`src/rtl/spi_dual_pkg.sv`:
```
// Shared types for the dual-select serial slave.
// Assumes: nothing beyond IEEE 1800-2017 packages.
package spi_dual_pkg;

    // Owner of the serial line for the current byte.
    typedef enum logic [1:0] {
        PATH_NONE = 2'd0,
        PATH_CFG  = 2'd1,
        PATH_DAT  = 2'd2
    } path_e;

endpackage

```
`src/rtl/spi_sync2.sv`:
```
// Two-flop synchronizer for a vector of asynchronous inputs.
// Assumes: each bit is independent and slow relative to clk;
// RST_VAL gives the idle level of each bit.
module spi_sync2 #(
    parameter int           W       = 1,
    parameter logic [W-1:0] RST_VAL = '0
) (
    input  logic         clk,
    input  logic         rst_n,
    input  logic [W-1:0] d_async,
    output logic [W-1:0] q_sync
);

    logic [W-1:0] meta_q;

    // Two register stages to settle metastability.
    always_ff @(posedge clk) begin
        if (!rst_n) begin
            meta_q <= RST_VAL;
            q_sync <= RST_VAL;
        end else begin
            meta_q <= d_async;
            q_sync <= meta_q;
        end
    end

endmodule

```
`src/rtl/spi_path_arb.sv`:
```
// Fixed-priority owner select for the two active-low selects.
// Assumes: inputs are already synchronized to clk.
module spi_path_arb
    import spi_dual_pkg::*;
(
    input  logic  cfg_sel_n,
    input  logic  dat_sel_n,
    output path_e sel,
    output logic  both_low
);

    // Configuration select wins; data only when config is idle.
    always_comb begin
        if (!cfg_sel_n)      sel = PATH_CFG;
        else if (!dat_sel_n) sel = PATH_DAT;
        else                 sel = PATH_NONE;
        both_low = !cfg_sel_n && !dat_sel_n;
    end

endmodule

```
`src/rtl/spi_byte_engine.sv`:
```
// Mode-0 byte shifter: samples on rising serial edges, shifts the
// transmit register on falling edges, and frames bytes of DATA_W bits.
// Assumes: synchronized sck/mosi, clk at least 4x the serial clock,
// and a host that leaves 3+ clk cycles between select and first edge.
module spi_byte_engine
    import spi_dual_pkg::*;
#(
    parameter int DATA_W = 8
) (
    input  logic              clk,
    input  logic              rst_n,
    input  logic              sck_s,
    input  logic              mosi_s,
    input  path_e             sel,
    input  logic [DATA_W-1:0] cfg_tx,
    input  logic [DATA_W-1:0] dat_tx,
    output logic              rx_valid,
    output logic [DATA_W-1:0] rx_data,
    output logic              rx_path_dat,
    output logic              miso,
    output logic              miso_oe
);

    localparam int                CNT_W = (DATA_W > 2) ? $clog2(DATA_W) : 1;
    localparam logic [CNT_W-1:0]  LAST  = CNT_W'(DATA_W - 1);

    logic              sck_d;
    logic              rise, fall, owner_ok;
    path_e             own_q;
    logic [CNT_W-1:0]  cnt_q;
    logic [DATA_W-1:0] rx_sh, tx_sh, tx_pick;
    logic              hold_q;

    // Edge history of the synchronized serial clock.
    always_ff @(posedge clk) begin
        if (!rst_n) sck_d <= 1'b0;
        else        sck_d <= sck_s;
    end

    // Edge detect, owner check and transmit source choice.
    always_comb begin
        rise     = sck_s && !sck_d;
        fall     = !sck_s && sck_d;
        owner_ok = (sel != PATH_NONE) && (sel == own_q);
        tx_pick  = (sel == PATH_DAT) ? dat_tx : cfg_tx;
    end

    // Byte framing: shift in, count, strobe, reload or abort.
    always_ff @(posedge clk) begin
        if (!rst_n) begin
            own_q       <= PATH_NONE;
            cnt_q       <= '0;
            rx_sh       <= '0;
            tx_sh       <= '0;
            rx_valid    <= 1'b0;
            rx_data     <= '0;
            rx_path_dat <= 1'b0;
        end else begin
            rx_valid <= 1'b0;
            own_q    <= sel;
            if (!owner_ok) begin
                cnt_q <= '0;
                if (sel != PATH_NONE) tx_sh <= tx_pick;
            end else if (rise) begin
                rx_sh <= {rx_sh[DATA_W-2:0], mosi_s};
                if (cnt_q == LAST) begin
                    cnt_q       <= '0;
                    rx_valid    <= 1'b1;
                    rx_data     <= {rx_sh[DATA_W-2:0], mosi_s};
                    rx_path_dat <= (own_q == PATH_DAT);
                    tx_sh       <= tx_pick;
                end else begin
                    cnt_q <= cnt_q + 1'b1;
                end
            end else if (fall && (cnt_q != '0)) begin
                tx_sh <= {tx_sh[DATA_W-2:0], 1'b0};
            end
        end
    end

    // Bus-hold register tracks the driven bit while a path owns the line.
    always_ff @(posedge clk) begin
        if (!rst_n)                  hold_q <= 1'b0;
        else if (own_q != PATH_NONE) hold_q <= tx_sh[DATA_W-1];
    end

    // Drive the current bit when owned, otherwise the held level.
    always_comb begin
        miso_oe = (own_q != PATH_NONE);
        miso    = miso_oe ? tx_sh[DATA_W-1] : hold_q;
    end

    // a byte strobe never lasts longer than one cycle.
    p_single_pulse_r4: assert property (@(posedge clk) disable iff (!rst_n)
        rx_valid |=> !rx_valid);

    // with the enable low, the line level does not move.
    p_bus_hold_r8: assert property (@(posedge clk) disable iff (!rst_n)
        (!miso_oe && $past(!miso_oe)) |-> $stable(miso));

endmodule

```
`src/rtl/dual_sel_spi_slave.sv`:
```
// Top of the dual-select serial slave: synchronizers, fixed-priority
// owner select and the byte engine.
// Assumes: selects are active low, clock idles low, clk >= 4x sck.
module dual_sel_spi_slave
    import spi_dual_pkg::*;
#(
    parameter int DATA_W = 8
) (
    input  logic              clk,
    input  logic              rst_n,
    input  logic              sck,
    input  logic              mosi,
    input  logic              cs_cfg_n,
    input  logic              cs_dat_n,
    input  logic [DATA_W-1:0] cfg_tx_byte,
    input  logic [DATA_W-1:0] dat_tx_byte,
    output logic              miso,
    output logic              miso_oe,
    output logic              rx_valid,
    output logic [DATA_W-1:0] rx_byte,
    output logic              rx_path_dat,
    output logic              both_sel
);

    logic  sck_s, mosi_s, cfg_s, dat_s;
    path_e sel;

    // Bring the four serial pins into the clk domain (selects idle high).
    spi_sync2 #(
        .W       (4),
        .RST_VAL (4'b1100)
    ) u_sync (
        .clk     (clk),
        .rst_n   (rst_n),
        .d_async ({cs_dat_n, cs_cfg_n, mosi, sck}),
        .q_sync  ({dat_s, cfg_s, mosi_s, sck_s})
    );

    // Choose the owning path from the synchronized selects.
    spi_path_arb u_arb (
        .cfg_sel_n (cfg_s),
        .dat_sel_n (dat_s),
        .sel       (sel),
        .both_low  (both_sel)
    );

    // Shift, frame and drive bytes for the owning path.
    spi_byte_engine #(
        .DATA_W (DATA_W)
    ) u_engine (
        .clk         (clk),
        .rst_n       (rst_n),
        .sck_s       (sck_s),
        .mosi_s      (mosi_s),
        .sel         (sel),
        .cfg_tx      (cfg_tx_byte),
        .dat_tx      (dat_tx_byte),
        .rx_valid    (rx_valid),
        .rx_data     (rx_byte),
        .rx_path_dat (rx_path_dat),
        .miso        (miso),
        .miso_oe     (miso_oe)
    );

    // a byte completed while config was selected is tagged config.
    p_cfg_wins_r1: assert property (@(posedge clk) disable iff (!rst_n)
        (rx_valid && !$past(cfg_s)) |-> !rx_path_dat);

    // no strobe for a byte finished while nothing was selected.
    p_no_idle_strobe_r3: assert property (@(posedge clk) disable iff (!rst_n)
        rx_valid |-> !($past(cfg_s) && $past(dat_s)));

    // with both selects idle the line is released a cycle later.
    p_idle_release_r3: assert property (@(posedge clk) disable iff (!rst_n)
        ($past(cfg_s) && $past(dat_s)) |-> !miso_oe);

    // the collision flag only rises with the config select low.
    p_flag_needs_cfg_r9: assert property (@(posedge clk) disable iff (!rst_n)
        both_sel |-> (!cfg_s && !dat_s));

endmodule

```
`config.mk`:
```
export PLATFORM = sky130hd
export DESIGN_NAME = dual_sel_spi_slave
export DESIGN_NICKNAME = d
export VERILOG_FILES = /design/src/rtl/spi_dual_pkg.sv /design/src/rtl/spi_sync2.sv /design/src/rtl/spi_path_arb.sv /design/src/rtl/spi_byte_engine.sv /design/src/rtl/dual_sel_spi_slave.sv
export SDC_FILE = /design/constraint.sdc
export NUM_CORES = 1
export LEC_CHECK = 0
export ABC_AREA = 1
export BUFFER_PORTS_ARGS = -buffer_cell sky130_fd_sc_hd__buf_2
export CORE_UTILIZATION = 45
export CTS_BUF_LIST = sky130_fd_sc_hd__clkbuf_4
export DETAILED_ROUTE_END_ITERATION = 10
export PLACE_DENSITY = 0.67
export SLEW_MARGIN = 20
export SYNTH_ARGS = -nofsm -noshare
export SYNTH_HDL_FRONTEND = slang
export SYNTH_SLANG_ARGS = --single-unit
```
`constraint.sdc`:
```
create_clock -name clk -period 1.7 [get_ports clk]
set_input_delay 0.34 -clock clk [delete_from_list [all_inputs] [get_ports clk]]
set_output_delay 0.34 -clock clk [all_outputs]
set_load 0.03 [all_outputs]
```
**After elaboration in Yosys (flattened, before gate mapping)**

Index checks and enable logic that the tools add are counted.

- Register bits after elaboration: 40
- Input bits: 22
- Output and inout bits: 13
- Logic and storage cells: 47

- $add $sub $neg: 1
- Equality and inequality tests: 6
- Muxes and demuxes: 11
- Reduce and logical (&&, ||, !) cells: 18

Operator list:

| operator | number |
|---|---|
| 8-bit two-way mux | 6 |
| 3-bit AND reduction | 3 |
| 2-bit nonzero test | 3 |
| 1-bit logical AND | 5 |
| 2-bit == test, second input constant | 2 |
| 1-bit logical NOT | 4 |
| 2-bit two-way mux | 2 |
| 2-bit AND reduction | 2 |
| 3-bit by 1-bit adder with 3-bit output, second input constant | 1 |
| 3-bit == test, second input constant | 1 |
| 3-bit two-way mux | 1 |
| 3-bit by 2-bit != test with 1-bit output, second input constant | 1 |
| 3-bit != test, second input constant | 1 |
| 3-bit nonzero test | 1 |
| 2-bit == test | 1 |
| 1-bit two-way mux | 2 |

**Logic depth before layout (Yosys ltp)**

Gate-level depths: netlist of run 1.

- Depth after elaboration: 7
- Mapped depth: 11
- Mapped depth without buffers: 11

**Cells and area by module**

From an unflattened synthesis of run 1, not the netlist that was laid out.

- Cell total of the unflattened synthesis: 273
- Area total of the unflattened synthesis: 1838.0 um^2

By module, submodules not included:

| module | instances | cells each | area an instance (um^2) | seq. area each (um^2) |
|---|---|---|---|---|
| spi_byte_engine | 1 | 245 | 1599.0 | 640.6 |
| spi_sync2 | 1 | 25 | 225.2 | 160.2 |
| spi_path_arb | 1 | 3 | 13.8 | 0.0 |

**Worst setup path after synthesis of run 1**

OpenSTA, ideal clock, no wires.

- Path kind: reg-to-output
- From: register u_engine.own_q[0]
- To: output miso
- Arrival time: 1.131 ns
- Data required time: 1.360 ns
- Slack: 0.229 ns
- Cell stages (with the launch flop): 6
- Buffers on the path: 0
- Cells stage by stage: dfxtp_1 > nor2_1 > inv_1 > or2_2 > o21ai_0 > inv_1

- Longest elaborated chain between the ends: 2

RTL lines:

| element | RTL line | source |
|---|---|---|
| start, declared | spi_byte_engine.sv:29 | `path_e own_q;` |
| start signal, assigned | spi_byte_engine.sv:60 | `own_q <= sel;` |
| 2-bit nonzero test | spi_byte_engine.sv:89 | `miso_oe = (own_q != PATH_NONE);` |
| net miso_oe | dual_sel_spi_slave.sv:18 | `output logic miso_oe,` |
| 1-bit two-way mux | spi_byte_engine.sv:90 | `miso = miso_oe ? tx_sh[DATA_W-1] : hold_q;` |
| end, declared | dual_sel_spi_slave.sv:17 | `output logic miso,` |

The timed path passes the listed nets, and every way through them passes these cells.

**Final worst setup path of run 1**

- From: register u_engine.own_q[0]
- To: output miso

- Longest elaborated chain between the ends: 2

RTL lines:

| element | RTL line |
|---|---|
| 2-bit nonzero test | spi_byte_engine.sv:89 |
| 1-bit two-way mux | spi_byte_engine.sv:90 |

No other way between the ends.

==> results of run 1 <==
-- power by group --
| part | internal, W | switching (W) |
|---|---|---|
| Sequential | 0.000965 | 0.0000147 |
| Combinational | 0.0000975 | 0.000106 |
| Clock | 0.000307 | 0.000316 |
| Total | 0.00137 | 0.000437 |
-- area by class of cell --
cell class	instances	area [um^2]	share of cell area
tap	48	60.1	0.0276
multi-input combinational	173	812	0.374
clock inverter	3	42.5	0.0196
timing repair buffer	52	312	0.143
clock buffer	5	37.5	0.0173
inverter	28	106	0.0489
sequential	40	803	0.370
-- worst min-delay path by stage --
stage	end	start	cells past startpoint
after detailed placement	u_sync.q_sync[2]	u_sync.meta_q[2]	1
final	u_sync.meta_q[2]	cs_cfg_n	2
after global placement	u_sync.q_sync[0]	u_sync.meta_q[0]	2
after global routing	u_sync.meta_q[3]	cs_dat_n	2
after floorplan	u_sync.q_sync[0]	u_sync.meta_q[0]	2
after CTS	u_sync.meta_q[2]	cs_cfg_n	2
-- cell usage in the layout, fill, tap and decap left out --
cell        n
nand2_1    98
dfxtp_1    38
buf_2      33
inv_1      25
nor2_1     21
a21oi_1    18
buf_4      18
nand3_1    12
clkbuf_4    5
nand3b_1    4
or2_2       4
ha_1        3
inv_2       2
nand2_2     2
dfxtp_2     2
nor2_4      1
or2_4       1
o21ai_2     1
nor2_8      1
nand2_4     1
nand3_4     1
clkinv_2    1
a21oi_2     1
o21ai_0     1
a211oi_1    1
o21ai_1     1
nor2_2      1
bufinv_16   1
clkinv_4    1
clkinv_1    1
buf_6       1
-- worst max-delay path, stage by stage (launching register included) --
cell	delay (ns)
dfxtp_2	0.36
nor2_4	0.11
inv_2	0.05
or2_4	0.22
o21ai_2	0.06
inv_1	0.06
buf_6	0.13
-- synthesized netlist by cell type --
library cell  count
dfxtp_1          40
buf_6             1
clkbuf_1          5
nand2_2           2
o21ai_1           1
o21ai_0           2
nor2_1           23
nand3_4           1
ha_1              3
buf_4             1
nand3_1          12
nand2_1          98
a21oi_1          18
nand2_4           1
nand3b_1          4
inv_2             1
buf_2             1
inv_1            26
clkinv_2          1
or2_2             5
a211oi_1          1
nor2_8            1
a21oi_2           1
-- registers in the layout, indices dropped and copies added, names as in the netlist, 2 cells and up --
register and cells:
u_sync.q_sync 4, u_engine.tx_sh 8, u_engine.cnt_q 3, u_sync.meta_q 4
u_engine.rx_sh 7, u_engine.own_q 2, u_engine.rx_data 8
-- cells by family (layout without fill, tap and decap cells) --
logic type                 after synthesis  after routing  share of synthesized area
DFF                                     40             40                      0.459
and+or+nand+nor                        147            147                      0.365
adders and majority gates                3              3                     0.0215
buffers and inverters                   36             88                     0.0853
AOI/OAI and AO/OA                       23             23                     0.0695
-- through the flow --
stage	worst slack, ns	hold WS, ns
after global routing	-0.0781	0.141
after floorplan	0.229	0.390
after global placement	0.269	0.391
after detailed placement	0.229	0.399
final	0.0117	0.159
after CTS	0.0166	0.152
-- per-layer routing --
| metal | GRT usage | up-vias |
|---|---|---|
| met2 | 0.314 | 39 |
| met3 | 0.0375 | 5 |
| li1 | - | 864 |
| met5 | 0 | - |
| met4 | 0.0833 | 0 |
| met1 | 0.230 | 689 |
-- what timing repair did --
action	CTS	global route
setup endpoints to repair	1	2
resized for setup	8	3
pin swaps	1	1
setup buffers	10	0
==> metrics.txt, run 1 <==
vias per cell 4.58; CP Class register to primary output; core area 3690 um^2; Slew HR 0.799; synthesized instance count about 250; All-Layer GR Usage 0.187; Yosys top cell area share 0.459; Routed met3 length 145 um; Reg clk slew, reported paths about 0.13 ns; drc violations 0; layout cells sized above 1 0.259; Mapped Nets between 200 and 300; Worst R2R Path Depth 12; unrepaired setup endpoints after global routing true; Critical R2R Launch u_engine.own_q[0]; post-synthesis sequential area ratio 0.459; Max Clock Skew ~0.011 ns; via count between 1500 and 2000; crit path capture type primary output; Core Rows 22; Worst Hold Class input port to register; CTS Buf Count 5; clk buf depth 2; initial antenna violation count 0; Final Setup Violations 0; synth warn 0; Die ar. 4130 um^2; worst-path fanout max 2; worst setup path start u_engine.own_q[0]; latest clock arrival within the worst-skew pair 0.35 ns; crit path DAT 1.35 ns; CTS sink cnt 40; met2 routed WL between 1500 and 2000 um; vias in the first global route ~1400; Area Overhead vs Synth 24.5%; Vert. Die Dim around 64 um; DR iter-0 viols 53; first-pass GRT wire length 6020 um; TritonRoute pass-1 iters 4; Mapped Avg Cell Area 7.01 um^2; filler cell count 369; GRT Residual Overflow 0; drt wl/cell 9.90 um; Final Core Density 0.589; DRT met1 WL approximately 1600 um; starting density of the core 0.473; VDD IR max just over 0.6 mV; area leader, netlist dfxtp_1; Fmax achieved ~590 MHz; DP Area 1990 um^2; part of the cycle the worst path needs 0.993; Total Wirelength about 3500 um; Ports 35; Power Density 831 nW/um^2; status completed; Worst EP required 1.36 ns; Worst Max-Slew Pin Slew approximately 0.3 ns; highest metal used met4; post-placement cell count ~330; Inserted Diodes 0; pin count of the biggest net entering global routing 18; Hold Vio Cnt, Final 0; R2R Path End u_engine.hold_q; GP Congestion between 0.7 and 0.8; Setup TNS Final 0 ns; Final min period 1.69 ns; Port Buf Inserts 34; total power approximately 0.0018 W; synthesized cell area ~1700 um^2; Yosys cell types 23; largest cells by area after synthesis dfxtp_1, nand2_1, inv_1, a21oi_1, nor2_1; number of hold buffers added after cts 0; DP HPWL 2350 um; synthesized flop and latch total 40; Final Non-Filler Cells ~350; P_leak around 1.1 nW; Root Buffer clkbuf_4; post-route ant nets 0; Post-layout nets ~330; max_cap viols 0; worst reg2reg setup slack 0.02 ns; CTS tree done; H-tree levels 2; Setup crit start kind register; worst setup path endpoint miso; Finished Cell Area approximately 2200 um^2; fin. max-slew vios 0; Die X 64.3 um
(Power assumes the default switching activity.)
==> run 2: changes to the inputs <==
Settings changed: PLACE_DENSITY 0.67 to 0.7.
Clock period 1.7 ns to 1.5 ns, I/O delays scaled along.
==> run 2 against run 1 <==
The run now ends with negative setup slack left; first-iteration DRC count rose by 26%; core utilization grew 1.3 points; die area is the same; hold slack lost 0.037 ns; non-clock buffer count increased by 3; sequential power increased by 13%; sequential share of layout area fell by 0.71 points; register-to-register slack improved by 0.08 ns; global-route usage decreased by 0.57 points; total power up 2.2%; critical path depth did not move; largest cell class unchanged.
==> metrics.txt, run 2 (synthesized netlist as in run 1, its figures left out) <==
Ports 35 (unchanged); core area 3690 um^2 (unchanged); pin count of the biggest net entering global routing 18 (unchanged); Worst EP required 1.20 ns (was 1.36 ns); DP Area 2040 um^2 (was 1990 um^2); status finished, violations left (was completed); GRT Residual Overflow 0 (unchanged); drc violations 0 (unchanged); latest clock arrival within the worst-skew pair 0.35 ns (about the same); CTS sink cnt 40 (unchanged); worst-path fanout max 2 (unchanged); vias per cell 4.57 (was 4.58); number of hold buffers added after cts 0 (unchanged); Root Buffer clkbuf_4 (unchanged); Fmax achieved between 600 and 700 MHz; area of the multi-input gates 865 um^2 (was 812 um^2); Total Wirelength 3470 um (was 3460 um); CTS Buf Count 5 (unchanged); Final min period 1.64 ns; Area Overhead vs Synth 27.2% (was 24.5%); Finished Cell Area 2220 um^2 (was 2170 um^2); filler cell count 345 (was 369); Worst R2R Path Depth 9 (was 12); CTS tree done (unchanged); fin. max-slew vios 0 (unchanged); WHS 0.122 ns (was 0.159 ns); Slew HR 0.740 (was 0.799); P_leak 1.12 nW (was 1.11 nW); Max Clock Skew 0.0103 ns (was 0.0113 ns); Inserted Diodes 0 (unchanged); most common cell after layout, fill and taps aside nand2_1 (unchanged); Power Density 831 nW/um^2 (about the same); layout cells sized above 1 0.293 (was 0.259); max_cap viols 0 (unchanged); H-tree levels 2 (unchanged); starting density of the core 0.473 (unchanged); unrepaired setup endpoints after global routing true (unchanged); crit path DAT 1.34 ns (was 1.35 ns); Core Rows 22 (unchanged); Post-layout nets 329 (was 325); Final Worst Setup Slack -0.144 ns (was 0.0117 ns); TritonRoute pass-1 iters 4 (unchanged); clk buf depth 2 (unchanged); vias in the first global route 1364 (was 1437); VDD IR max 0.576 mV (was 0.617 mV); Port Buf Inserts 34 (unchanged); initial antenna violation count 0 (unchanged); drt wl/cell 9.85 um (was 9.90 um); Worst Max-Slew Pin Slew 0.390 ns (was 0.301 ns); Die ar. 4130 um^2 (unchanged); WHS Path Cells 2 (unchanged); Vert. Die Dim 64.3 um (unchanged); post-route ant nets 0 (unchanged); crit path capture type primary output (unchanged); Hold Vio Cnt, Final 0 (unchanged); via count 1608 (was 1597); DP HPWL 2280 um (was 2350 um); Final Setup Violations 1 (was 0); Setup crit start kind register (unchanged); Reg clk slew, reported paths 0.11 ns (was 0.13 ns); GP Congestion 0.783 (was 0.790); Worst Hold Class input port to register (unchanged); Die X 64.3 um (unchanged); first-pass GRT wire length 5700 um (was 6020 um); most frequent cells in the layout nand2_1, dfxtp_1, buf_2, inv_1 (was nand2_1, dfxtp_1, buf_2, inv_1, nor2_1); DR iter-0 viols 67 (was 53); part of the cycle the worst path needs 1.10; Register Area 805 um^2 (was 803 um^2); Top Registers u_engine.rx_data (8), u_engine.tx_sh (8), u_engine.rx_sh (7) (unchanged); CP Class register to primary output (unchanged); failing checks negative setup slack; All-Layer GR Usage 0.182 (was 0.187)
run 2: power by group:
part | internal (W) | total, W | switching [W]
clock | 0.000171 | 0.000513 | 0.000342
combinational | 0.000101 | 0.000224 | 0.000123
sequential | 0.00109 | 0.00111 | 0.0000152
run 2: cell type report:
class	instances	share of cell area
multi-input combinational	174	0.390
clock buffer	5	0.0169
tap	48	0.0271
clock inverter	2	0.00564
timing repair buffer	55	0.151
inverter	28	0.0479
sequential	40	0.362
run 2: per-stage QoR:
| stage | total power (W) | utilization | setup TNS (ns) | std cells | setup WS (ns) |
|---|---|---|---|---|---|
| after detailed placement | 0.00132 | 0.553 | 0 | 337 | 0.0788 |
| after global routing | 0.00193 | 0.602 | -0.268 | 352 | -0.201 |
| after floorplan | 0.00126 | - | 0 | 249 | 0.0687 |
| final | 0.00185 | 0.602 | -0.144 | 352 | -0.144 |
| after CTS | 0.00185 | 0.575 | -0.144 | 346 | -0.144 |
| after global placement | 0.00132 | 0.553 | 0 | 337 | 0.108 |
run 2: repair_timing:
item | in CTS | in global routing
endpoints found under the setup margin | 1 | 10
resized for setup | 7 | 15
setup buffers | 2 | 6
gates cloned | 0 | 1
pin swaps | 1 | 4
run 2: worst paths after layout:
check        slack, ns              start           endpoint
max              -0.14  u_engine.own_q[0]               miso
min               0.12           cs_dat_n   u_sync.meta_q[3]
min reg2reg       0.42   u_sync.meta_q[0]   u_sync.q_sync[0]
max reg2reg       0.10  u_engine.cnt_q[0]  u_engine.tx_sh[5]
run 2: metal layers:
| layer | GRT usage | wire length [um] | up-vias |
|---|---|---|---|
| li1 | - | - | 867 |
| met1 | 0.219 | 1630 | 699 |
| met2 | 0.296 | 1610 | 36 |
| met3 | 0.0536 | 161 | 6 |
| met4 | 0.0833 | 65 | 0 |
| met5 | 0 | 0 | - |
run 2: critical path, cell delays in order (launching register included):
cell     delay, ns
dfxtp_2       0.34
nor2_2        0.11
inv_1         0.06
or2_4         0.24
o21ai_4       0.07
inv_2         0.05
buf_6         0.13
